## src/rtl/dseq_pkg.sv

```systemverilog
package dseq_pkg;

  typedef enum logic [2:0] {
    ST_IDLE,
    ST_ROW,
    ST_COL,
    ST_HOLD,
    ST_PRE,
    ST_RCAS,
    ST_RRAS
  } dseq_state_e;

  function automatic int unsigned cyc_max(input int unsigned a, input int unsigned b);
    return (a > b) ? a : b;
  endfunction

  // bits needed to hold values 0..n
  function automatic int unsigned cnt_bits(input int unsigned n);
    int unsigned w;
    w = $clog2(n + 1);
    return (w < 1) ? 1 : w;
  endfunction

endpackage

```

## src/rtl/dseq_timer.sv

```systemverilog
module dseq_timer #(
  parameter int TW = 4
) (
  input  logic          clk,
  input  logic          rst_n,
  input  logic          load,
  input  logic [TW-1:0] load_val,
  output logic          done
);

  logic [TW-1:0] cnt_q;

  always_ff @(posedge clk) begin
    if (!rst_n)          cnt_q <= '0;
    else if (load)       cnt_q <= load_val;
    else if (cnt_q != 0) cnt_q <= cnt_q - 1'b1;
  end

  assign done = (cnt_q == '0);

endmodule

```

## src/rtl/dseq_addr_mux.sv

```systemverilog
module dseq_addr_mux #(
  parameter int ADDR_W = 11,
  parameter int COL_W  = 11
) (
  input  logic [ADDR_W+COL_W-1:0] flat_addr,
  input  logic                    sel_row,
  input  logic                    sel_col,
  output logic [ADDR_W-1:0]       bus_addr
);

  function automatic logic [ADDR_W-1:0] row_part(input logic [ADDR_W+COL_W-1:0] a);
    return a[ADDR_W+COL_W-1:COL_W];
  endfunction

  function automatic logic [ADDR_W-1:0] col_part(input logic [ADDR_W+COL_W-1:0] a);
    logic [ADDR_W-1:0] c;
    c = '0;
    c[COL_W-1:0] = a[COL_W-1:0];
    return c;
  endfunction

  always_comb begin
    if (sel_row)      bus_addr = row_part(flat_addr);
    else if (sel_col) bus_addr = col_part(flat_addr);
    else              bus_addr = '0;
  end

endmodule

```

## src/rtl/dseq_ctrl.sv

```systemverilog
module dseq_ctrl
  import dseq_pkg::*;
#(
  parameter int ADDR_W = 11,
  parameter int COL_W  = 11,
  parameter int DATA_W = 4,
  parameter int T_RCD  = 2,
  parameter int T_CAS  = 2,
  parameter int T_RAS  = 5,
  parameter int T_RP   = 3,
  parameter int T_CP   = 2,
  parameter int T_CSR  = 1
) (
  input  logic                    clk,
  input  logic                    rst_n,
  input  logic                    req_valid,
  output logic                    req_ready,
  input  logic                    req_write,
  input  logic [ADDR_W+COL_W-1:0] req_addr,
  input  logic [DATA_W-1:0]       req_wdata,
  output logic                    rd_valid,
  output logic [DATA_W-1:0]       rd_data,
  input  logic                    ref_req,
  output logic                    ref_ack,
  output logic [ADDR_W-1:0]       dram_addr,
  output logic                    dram_ras_n,
  output logic                    dram_cas_n,
  output logic                    dram_we_n,
  output logic                    dram_oe_n,
  output logic [DATA_W-1:0]       dram_dq_out,
  output logic                    dram_dq_oe,
  input  logic [DATA_W-1:0]       dram_dq_in
);

  localparam int HA_W    = ADDR_W + COL_W;
  localparam int PRE_CYC = cyc_max(T_RP, T_CP);
  localparam int MAX_T   = cyc_max(cyc_max(cyc_max(T_RCD, T_CAS), cyc_max(T_RAS, PRE_CYC)), T_CSR);
  localparam int TW      = cnt_bits(MAX_T);

  dseq_state_e state_q, state_d;

  logic              wr_q;
  logic [HA_W-1:0]   addr_q;
  logic [DATA_W-1:0] wdata_q;

  // named internal events
  logic          accept;
  logic          ph_load, ph_done;
  logic [TW-1:0] ph_val;
  logic          tras_load, tras_done;
  logic          sample_now;
  logic          sel_row, sel_col;

  assign req_ready  = (state_q == ST_IDLE) && !ref_req;
  assign ref_ack    = (state_q == ST_IDLE) && ref_req;
  assign accept     = req_valid && req_ready;
  assign sample_now = (state_q == ST_COL) && ph_done && !wr_q;

  always_comb begin
    state_d = state_q;
    unique case (state_q)
      ST_IDLE: if (ref_req) state_d = ST_RCAS;
               else if (req_valid) state_d = ST_ROW;
      ST_ROW:  if (ph_done) state_d = ST_COL;
      ST_COL:  if (ph_done) state_d = tras_done ? ST_PRE : ST_HOLD;
      ST_HOLD: if (tras_done) state_d = ST_PRE;
      ST_PRE:  if (ph_done) state_d = ST_IDLE;
      ST_RCAS: if (ph_done) state_d = ST_RRAS;
      ST_RRAS: if (tras_done) state_d = ST_PRE;
      default: state_d = ST_IDLE;
    endcase
  end

  // phase timer reloads on every state change
  always_comb begin
    ph_load = (state_d != state_q);
    unique case (state_d)
      ST_ROW:  ph_val = TW'(T_RCD - 1);
      ST_COL:  ph_val = TW'(T_CAS - 1);
      ST_PRE:  ph_val = TW'(PRE_CYC - 1);
      ST_RCAS: ph_val = TW'(T_CSR - 1);
      default: ph_val = '0;
    endcase
  end

  // active-time timer starts when the row strobe falls
  assign tras_load = ((state_d == ST_ROW)  && (state_q != ST_ROW)) ||
                     ((state_d == ST_RRAS) && (state_q != ST_RRAS));

  dseq_timer #(.TW(TW)) u_phase (
    .clk(clk), .rst_n(rst_n), .load(ph_load), .load_val(ph_val), .done(ph_done)
  );

  dseq_timer #(.TW(TW)) u_tras (
    .clk(clk), .rst_n(rst_n), .load(tras_load),
    .load_val(TW'(T_RAS - 1)), .done(tras_done)
  );

  always_ff @(posedge clk) begin
    if (!rst_n) begin
      state_q  <= ST_IDLE;
      wr_q     <= 1'b0;
      addr_q   <= '0;
      wdata_q  <= '0;
      rd_valid <= 1'b0;
      rd_data  <= '0;
    end else begin
      state_q  <= state_d;
      rd_valid <= sample_now;
      if (accept) begin
        wr_q    <= req_write;
        addr_q  <= req_addr;
        wdata_q <= req_wdata;
      end
      if (sample_now) rd_data <= dram_dq_in;
    end
  end

  // strobe decode
  always_comb begin
    dram_ras_n = 1'b1;
    dram_cas_n = 1'b1;
    dram_we_n  = 1'b1;
    dram_oe_n  = 1'b1;
    dram_dq_oe = 1'b0;
    sel_row    = 1'b0;
    sel_col    = 1'b0;
    unique case (state_q)
      ST_ROW: begin
        dram_ras_n = 1'b0;
        dram_we_n  = !wr_q;
        dram_dq_oe = wr_q;
        sel_row    = 1'b1;
      end
      ST_COL, ST_HOLD: begin
        dram_ras_n = 1'b0;
        dram_cas_n = 1'b0;
        dram_we_n  = !wr_q;
        dram_oe_n  = wr_q;
        dram_dq_oe = wr_q;
        sel_col    = 1'b1;
      end
      ST_RCAS: dram_cas_n = 1'b0;
      ST_RRAS: begin
        dram_ras_n = 1'b0;
        dram_cas_n = 1'b0;
      end
      default: ;
    endcase
  end

  assign dram_dq_out = wdata_q;

  dseq_addr_mux #(.ADDR_W(ADDR_W), .COL_W(COL_W)) u_amux (
    .flat_addr(addr_q), .sel_row(sel_row), .sel_col(sel_col), .bus_addr(dram_addr)
  );


  ras_min_chk: assert property (@(posedge clk) disable iff (!rst_n)
    $rose(dram_ras_n) |-> $past(tras_done) && dram_cas_n);


  ref_block_chk: assert property (@(posedge clk) disable iff (!rst_n)
    ref_req |-> !req_ready);


  oe_read_chk: assert property (@(posedge clk) disable iff (!rst_n)
    !dram_oe_n |-> !dram_ras_n && !dram_cas_n && dram_we_n && !dram_dq_oe);


  rdv_pulse_chk: assert property (@(posedge clk) disable iff (!rst_n)
    rd_valid |=> !rd_valid);


  ref_quiet_chk: assert property (@(posedge clk) disable iff (!rst_n)
    (!dram_cas_n && dram_ras_n) |-> dram_we_n && dram_oe_n && !dram_dq_oe);


  ref_order_chk: assert property (@(posedge clk) disable iff (!rst_n)
    ($fell(dram_ras_n) && !dram_cas_n) |-> !$past(dram_cas_n));


  write_setup_chk: assert property (@(posedge clk) disable iff (!rst_n)
    ($fell(dram_cas_n) && !dram_we_n) |-> dram_dq_oe && !$past(dram_we_n));

endmodule

```

## config.mk

```make
export PLATFORM = sky130hd
export DESIGN_NAME = dseq_ctrl
export DESIGN_NICKNAME = d
export VERILOG_FILES = /design/src/rtl/dseq_pkg.sv /design/src/rtl/dseq_timer.sv /design/src/rtl/dseq_addr_mux.sv /design/src/rtl/dseq_ctrl.sv
export SDC_FILE = /design/constraint.sdc
export NUM_CORES = 1
export LEC_CHECK = 0
export BUFFER_PORTS_ARGS = -buffer_cell sky130_fd_sc_hd__buf_2
export CAP_MARGIN = 20
export CORE_MARGIN = 8
export CORE_UTILIZATION = 40
export CTS_CLUSTER_SIZE = 12
export DETAILED_ROUTE_END_ITERATION = 6
export HOLD_SLACK_MARGIN = 0.12
export PLACE_DENSITY = 0.71
export SYNTH_ARGS = -nofsm -noshare
export SYNTH_HDL_FRONTEND = slang
export SYNTH_SLANG_ARGS = --single-unit
```

## constraint.sdc

```tcl
create_clock -name clk -period 4.8 [get_ports clk]
set_clock_uncertainty 0.05 [all_clocks]
set_input_delay 1.2 -clock clk [delete_from_list [all_inputs] [get_ports clk]]
set_output_delay 1.2 -clock clk [all_outputs]
set_load 0.05 [all_outputs]
```

==> results by stage, run 1 <==
Run status:
- The flow ran to the end, and the final reports show no timing, DRC or antenna violations.

Routing:
- For this run, the detailed router's first-pass iteration total came to 4.
- The via density per instance is ~5.
- After the first detailed-routing iteration, the DRC count stood at 145.
- For this run, design rule violations remaining after detail routing come to 0.
- After detailed routing, the average wire length per cell comes to 13.2 um.
- The vias after detailed routing is 1907.
- The remaining number of nets flagged by the antenna check after routing is 0.
- The overall routed net length is 5120 um.

Die:
- The area of the core region is 4790 um^2.
- 62 I/O pins were placed.
- The floorplan step set the die width to 86.7 um.
- Once the floorplan was initialized, standard cells occupied 41.8% of the core.
- The floorplan step defined a die boundary enclosing 7520 um^2.
- The die is about 87 um tall.
- The number of placement rows is 25.

Synthesis:
- By area the synthesized netlist is led by sky130_fd_sc_hd__dfxtp_1, sky130_fd_sc_hd__nand2_1, sky130_fd_sc_hd__a21oi_1, sky130_fd_sc_hd__nor2_1, sky130_fd_sc_hd__mux2i_1.
- Summed over its instances, the top area cell type makes up 41.0% of the synthesized netlist area.
- After technology mapping, the gate count stands at 270.
- Sequential elements use approximately 40% of the synthesized area.
- The synthesis warning total is 0.
- Counting flops and latches in the post-synthesis netlist gives roughly 40.
- The number of nets produced by synthesis is 309.
- Of all cell types, the one taking the most synthesized area is sky130_fd_sc_hd__dfxtp_1.
- Yosys mapped the design onto 42 distinct sky130hd cell types.
- The cell area after technology mapping is 2000 um^2.
- The average instance area after synthesis is 7.41 um^2.

STA:
- For the pin with the worst max-slew slack, the measured transition is 1.06 ns.
- The setup violation total in the final timing report is 0.
- The post-layout minimum cycle time is 3.28 ns.
- After layout, the worst path uses 68.2% of the clock period.
- For this run, the top clock speed supported by timing is 305 MHz.
- The final total negative setup slack is 0 ns.
- In this run the tightest slew margin relative to its limit is 29.4%.
- Setup repair after global routing left no endpoint under its margin.
- The total count of hold-check failures in the final report is 0.
- The number of pins exceeding their max-slew limit in the final report was 0.

Cells and area:
- The count of inserted antenna diode cells is 0.
- The fraction of final layout cells with drive strength greater than 1 is 23.7%.
- The final layout contains around 360 nets.
- The finished layout holds 388 standard cells, fillers aside.
- Relative to the synthesized area, the layout overhead comes to 20.9%.

Setup path:
- The worst register-to-register path has a depth of 6.
- The worst register-to-register path ends at u_tras.cnt_q[1].
- The critical-path maximum fanout is 24.
- The required time of the critical path is roughly 3.6 ns.
- By startpoint and endpoint, the worst setup path is classified as flop to primary output.
- The critical path goes through buf_4 -> nor2_1 -> nand3b_1 -> inv_1 -> buf_2.
- The endpoint kind of the worst setup timing path is a primary output.
- The origin of the critical flop-to-flop path is state_q[1].
- The element type at the critical path start is a flop.
- The largest stage delay on the critical path is 0.82 ns.
- For the worst setup path, the data arrival time is ~2 ns.
- For flop-to-flop paths, the worst setup slack is 2.20 ns.
- Among all stages on the critical path, the largest delay is contributed by sky130_fd_sc_hd__dfxtp_1.

Power:
- The power share of the sequential group is a little under two fifths.
- The total leakage power is 1.07 nW.
- The cell-internal power is 0.000767 W.
- In this run the power spent charging and discharging nets is approximately 0.00066 W.
- In this run the power density over the cells is 588 nW/um^2.
- The worst IR drop on VDD is around 250 uV.
- The portion of total power attributed to combinational logic is 45.3%.
- The clock network accounts for 18.0% of the total power.
- The switching share of power is 46.1%.

Clocking:
- CTS saw 41 sinks.
- The maximum level of the CTS H-tree is 2.
- At the later pin of the worst-skew pair, clock insertion delay measures 0.29 ns.
- The quantity of gates resized following cts is 0.
- Clock-pin slew was measured on the worst setup and hold paths at around 0.080 ns.
- The clock passes through at most 2 buffers.
- The post-cts hold buffer count is 0.
- The total setup buffers inserted after CTS is 0.
- In this run, CTS created clock tree buffers numbering 5.
- The cell at the root of the clock tree is sky130_fd_sc_hd__clkbuf_8.
- TritonCTS built the clock tree.

Global route:
- The largest net degree at the start of global routing is 38.
- The first global-routing pass estimated 8650 um of wire.
- Global routing finished with a remaining overflow of 0.
- The global-route usage over all layers is 14.1%.
- The number of global-route vias before repair is 1953.
- The initial antenna violation count is 0.

Placement:
- The congestion estimate from routability-driven global placement came to approximately 0.83.
- The cell count after placement is 380.
- The count of input and output buffers is 61.
- The HPWL after detailed placement is around 3700 um.

Hold path:
- The worst hold endpoint is addr_q[10].
- The hold path startpoint is addr_q[10].
- Along the worst hold path, the cell count comes to 2.
- The worst hold path belongs to the class flop to flop.

Flow run:
- The tool flagged a number of max-cap violations equal to 0.
## Yosys cell counts
| library cell | count |
|---|---|
| sky130_fd_sc_hd__ha_1 | 4 |
| sky130_fd_sc_hd__nand2b_1 | 4 |
| sky130_fd_sc_hd__a2bb2oi_1 | 1 |
| sky130_fd_sc_hd__and3_1 | 1 |
| sky130_fd_sc_hd__nor2_1 | 35 |
| sky130_fd_sc_hd__o311ai_1 | 2 |
| sky130_fd_sc_hd__a31oi_1 | 1 |
| sky130_fd_sc_hd__o21ba_2 | 2 |
| sky130_fd_sc_hd__buf_4 | 2 |
| sky130_fd_sc_hd__o22ai_1 | 3 |
| sky130_fd_sc_hd__and2_1 | 1 |
| sky130_fd_sc_hd__nand3_1 | 1 |
| sky130_fd_sc_hd__or4_1 | 1 |
| sky130_fd_sc_hd__mux2i_1 | 7 |
| sky130_fd_sc_hd__nand2_1 | 70 |
| sky130_fd_sc_hd__clkbuf_1 | 9 |
| sky130_fd_sc_hd__nor2b_1 | 1 |
| sky130_fd_sc_hd__inv_2 | 1 |
| sky130_fd_sc_hd__buf_2 | 4 |
| sky130_fd_sc_hd__xor2_1 | 1 |
| sky130_fd_sc_hd__mux2_2 | 1 |
| sky130_fd_sc_hd__nor3b_1 | 2 |
| sky130_fd_sc_hd__a21oi_1 | 42 |
| sky130_fd_sc_hd__xnor2_1 | 3 |
| sky130_fd_sc_hd__and3b_1 | 1 |
| sky130_fd_sc_hd__nor4b_1 | 1 |
| sky130_fd_sc_hd__inv_1 | 6 |
| sky130_fd_sc_hd__and2b_1 | 2 |
| sky130_fd_sc_hd__buf_1 | 4 |
| sky130_fd_sc_hd__nor4_2 | 1 |
| sky130_fd_sc_hd__nor4_1 | 1 |
| sky130_fd_sc_hd__nor3_1 | 2 |
| sky130_fd_sc_hd__a222oi_1 | 1 |
| sky130_fd_sc_hd__nand2b_4 | 1 |
| sky130_fd_sc_hd__o2bb2ai_1 | 1 |
| sky130_fd_sc_hd__a211oi_1 | 1 |
| sky130_fd_sc_hd__nand3b_1 | 1 |
| sky130_fd_sc_hd__dfxtp_1 | 41 |
| sky130_fd_sc_hd__a22oi_1 | 2 |
| sky130_fd_sc_hd__o21ai_0 | 2 |
| sky130_fd_sc_hd__o211ai_1 | 2 |
| sky130_fd_sc_hd__a21boi_0 | 1 |
## layout by cell type (no fill, tap or decap), types with 2 or more instances in the layout
| cell | count |
|---|---|
| sky130_fd_sc_hd__nor3_1 | 2 |
| sky130_fd_sc_hd__nor3b_1 | 2 |
| sky130_fd_sc_hd__dfxtp_1 | 41 |
| sky130_fd_sc_hd__nand2_1 | 70 |
| sky130_fd_sc_hd__clkbuf_8 | 7 |
| sky130_fd_sc_hd__nand2b_1 | 4 |
| sky130_fd_sc_hd__nor2_1 | 35 |
| sky130_fd_sc_hd__and2b_1 | 2 |
| sky130_fd_sc_hd__buf_2 | 61 |
| sky130_fd_sc_hd__a22oi_1 | 2 |
| sky130_fd_sc_hd__o21ai_0 | 2 |
| sky130_fd_sc_hd__a21oi_1 | 42 |
| sky130_fd_sc_hd__ha_1 | 4 |
| sky130_fd_sc_hd__o211ai_1 | 2 |
| sky130_fd_sc_hd__mux2i_1 | 7 |
| sky130_fd_sc_hd__inv_1 | 6 |
| sky130_fd_sc_hd__o311ai_1 | 2 |
| sky130_fd_sc_hd__o22ai_1 | 3 |
| sky130_fd_sc_hd__xnor2_1 | 3 |
| sky130_fd_sc_hd__o21ba_2 | 2 |
## worst max-delay path: cells and delay by family, from the launching register on
kind / cells / cell delay, ns
AND/OR/NAND/NOR: 2 / 0.26
flip-flops: 1 / 0.82
buffers and inverters: 3 / 0.65
## sequential cells by signal (all words and copies together) (netlist names)
name           cells
u_tras.cnt_q       3
addr_q            22
rd_data            4
dram_dq_out        4
u_phase.cnt_q      3
wr_q               1
rd_valid           1
state_q            3
## metrics by stage
step	hold WS (ns)	utilization, %	total power (W)	setup WS, ns	cell area (um^2)
2_1_floorplan	0.387	-	0.00104	0.761	2000
3_3_place_gp	0.388	48.3	0.00117	1.50	2310
3_5_place_dp	0.398	48.3	0.00118	1.54	2310
4_1_cts	0.410	50.5	0.00143	1.53	2420
5_1_grt	0.424	50.5	0.00153	1.33	2420
6_report	0.409	50.5	0.00142	1.52	2420
## power groups by stage
stage	clock network, W	registers, W	logic, W
4_1_cts	0.000260	0.000521	0.000650
3_3_place_gp	0	0.000526	0.000643
2_1_floorplan	0	0.000479	0.000565
3_5_place_dp	0	0.000527	0.000648
5_1_grt	0.000278	0.000538	0.000710
6_report	0.000256	0.000522	0.000645
## cells by family after synthesis
group	share of synthesized area, %
xor+xnor	1.75
flops	41.0
buf+inv	5.50
compound gates	17.8
simple gates	27.4
fa+ha+maj	2.50
mux	4.07
## how the worst max path moves through the flow
| stage | cells after the start | end | from | slack [ns] |
|---|---|---|---|---|
| 6_report | 5 | dram_dq_oe | state_q[1] | 1.52 |
| 5_1_grt | 5 | dram_addr[4] | state_q[0] | 1.33 |
| 4_1_cts | 3 | ref_ack | ref_req | 1.53 |
| 3_5_place_dp | 3 | ref_ack | ref_req | 1.54 |
| 3_3_place_gp | 3 | ref_ack | ref_req | 1.50 |
| 2_1_floorplan | 1 | ref_ack | ref_req | 0.76 |
## layer usage
metal  vias up  part of all wire, %  track usage (%)
met5         -                    0                0
met4         0                  1.2             5.79
met3         6                  6.4             4.63
met2        50                   46             23.3
met1       860                   47             16.3
li1        991                    -                -
## cell type report
| type | count | area (um^2) |
|---|---|---|
| clock inverter | 1 | 8.76 |
| fill | 498 | 2370 |
| sequential | 41 | 821 |
| inverter | 7 | 26.3 |
| clock buffer | 7 | 96.3 |
| timing repair buffer | 62 | 313 |
| tap | 67 | 83.8 |
| multi-input combinational | 203 | 1070 |
No activity file was read; power rests on OpenSTA's default activity.
==> run 2, diff against run 1 <==
- clock period: 4.8 -> 3.2 ns (I/O delays scaled with it)
==> results by stage, run 2 (same netlist as run 1, synthesis figures left out) <==
Run status:
- The flow ran to the end, and the final reports show no timing, DRC or antenna violations.

Die:
- The starting utilization of the core area is between 40% and 50%.
- The number of placement rows is 25.
- The floorplan step defined a die boundary enclosing about 7500 um^2.
- The die is 86.7 um wide.
- In this run the vertical extent of the chip is 86.7 um.
- In this run the standard cell core region covers 4790 um^2.
- The number of top-level design ports is 62.

Cells and area:
- The layout filler cell count is around 500.
- The fraction of final layout cells with drive strength greater than 1 is 24.7%.
- Relative to the synthesized area, the layout overhead comes to 21.6%.
- The library cells used most frequently in the layout, excluding fill and tap cells, are sky130_fd_sc_hd__nand2_1, sky130_fd_sc_hd__buf_2, sky130_fd_sc_hd__a21oi_1.
- The largest register by flop count is addr_q.
- The count of inserted antenna diode cells is 0.
- The final core area utilization is 50.8%.
- The most frequent standard cell in the layout excluding fill and tap cells is sky130_fd_sc_hd__nand2_1.
- The register with the most flip-flops in the layout has 22 of them.
- The net count of the finished layout is 362.

STA:
- The total count of hold-check failures in the final report came to 0.
- The setup violation total in the final timing report is 0.
- The routed design could run at a clock period as short as between 2 and 3 ns.
- The pin slew with the least headroom to its limit is between 0.8 and 0.9 ns.
- Adding up every negative setup slack in the final design gives 0 ns.
- The maximum achievable frequency is 376 MHz.
- Dividing the final minimum period by the clock period gives 83.1%.
- The worst-case setup margin in the final layout is 0.542 ns.
- Setup repair after global routing left no endpoint under its margin.
- Measured against its own limit, the worst slew margin works out to 40.0%.
- The number of pins exceeding their max-slew limit in the final report is 0.

Flow run:
- The max-cap check violation count is 0.

Clocking:
- The clock tree from TritonCTS is done.
- The clock latency reported for the late side of the worst-skew pair is about 0.29 ns.
- The cell at the root of the clock tree is sky130_fd_sc_hd__clkbuf_8.
- The clock net in this run drives a total of 41 sinks.
- No sink is reached through more buffers than the 2 on the longest clock path.
- After clock tree synthesis, the flow added hold-fix buffers numbering 0.
- The H-tree was split into 2 levels.
- The number of setup buffers added after CTS is 0.
- The clock transition at the registers of the reported paths is 0.08 ns.
- Once the clock tree was built, the resizer swapped 0 gates to a different size.
- The number of clock buffers added by TritonCTS is 5.

Power:
- In this run the static leakage power is 1.08 nW.
- The total power density per cell area is between 800 and 900 nW/um^2.
- IR analysis of the VDD net gives a maximum drop of 335 uV.

Placement:
- The HPWL after detailed placement is 3780 um.
- The congestion estimate from routability-driven global placement came to 0.867.
- At the placement stage, the worst setup path has a slack of 0.871 ns.
- The count of input and output buffers is 61.

Global route:
- The initial antenna violation count is 0.
- The global route total overflow is 0.
- The global-route wire length before repair is 8310 um.
- The global-route usage over all layers is around 14%.
- The number of global-route vias before repair is 1739.
- Entering global routing, the biggest net connects 38 pins.

Routing:
- The vias after detailed routing is about 1900.
- The first-pass iteration count of the detailed router is 5.
- For this block, the initial DRC count from the detailed router was about 100.
- The average wire per cell in the routed design is 13.1 um.
- For this run, design rule violations remaining after detail routing come to 0.
- The overall routed net length is 5110 um.
- The via density per instance is 4.90.
- The detail route stage leaves a number of antenna-violating nets equal to 0.

Setup path:
- On the critical path, the stage with the largest delay is an instance of sky130_fd_sc_hd__dfxtp_1.
- The largest stage delay on the critical path is roughly 0.62 ns.
- The classification of the worst setup path is flop to primary output.
- The element type at the critical path start is a flop.
- The endpoint kind of the worst setup timing path is a primary output.
- In this run the worst path has a maximum fanout of 16.
- The cell repeated most along the worst path is sky130_fd_sc_hd__nor2_1.
- Data arrives at the worst endpoint at 1.81 ns.
- Traced cell by cell, the critical path runs through buf_4 -> nand2_1 -> nor2_1 -> a21oi_1 -> nor2_1 -> buf_2.
- The required time of the critical path is 2.35 ns.

Hold path:
- The class of the tightest hold or removal check is flop to flop.
[run 2: changes by cell type in the layout (fill, tap and decap cells not counted), sizes merged]
cell / previous run / this run
clkinv: 0 / 1
buf: 62 / 65
clkinvlp: 0 / 1
clkbuf: 7 / 5
[run 2: worst paths after layout]
kind | start | end | slack (ns) | cells past startpoint
worst max-delay path | state_q[0] | dram_addr[0] | 0.54 | 6
worst min-delay path | addr_q[14] | addr_q[14] | 0.41 | 2
worst max register to register | state_q[2] | u_phase.cnt_q[0] | 0.94 | 6
worst min register to register | addr_q[14] | addr_q[14] | 0.41 | 2
[run 2: area by class of cell]
class                      count  area (um^2)  area share [%]
inverter                       7         26.3            1.08
clock inverter                 3         21.3           0.874
timing repair buffer          65          335            13.8
clock buffer                   5         68.8            2.83
tap                           67         83.8            3.45
multi-input combinational    203         1080            44.2
sequential                    41          821            33.7
[run 2: per-layer routing]
layer	wire length, um	track usage, %	vias up
li1	-	-	1002
met1	2480	18.3	859
met2	2310	20.4	49
met3	255	3.59	5
met4	61	5.32	0
met5	0	0	-
[run 2: stage by stage]
step	hold WS [ns]	power (W)	cells	area, um^2
2_1_floorplan	0.387	0.00157	270	2010
3_3_place_gp	0.390	0.00178	383	2340
3_5_place_dp	0.398	0.00179	383	2340
4_1_cts	0.409	0.00214	391	2430
5_1_grt	0.425	0.00228	391	2430
6_report	0.410	0.00213	391	2430
[run 2: worst max-delay path, delay by kind of cell, from the launching register on]
family          cells  cell delay (ns)
buf+inv             2             0.59
flops               1             0.62
compound gates      1             0.04
simple gates        3             0.27
[run 2: power breakdown]
group	leakage [nW]	internal, W	switching, W
clock network	0.0445	0.000155	0.000188
registers	0.334	0.000609	0.000121
logic	0.702	0.000361	0.000692
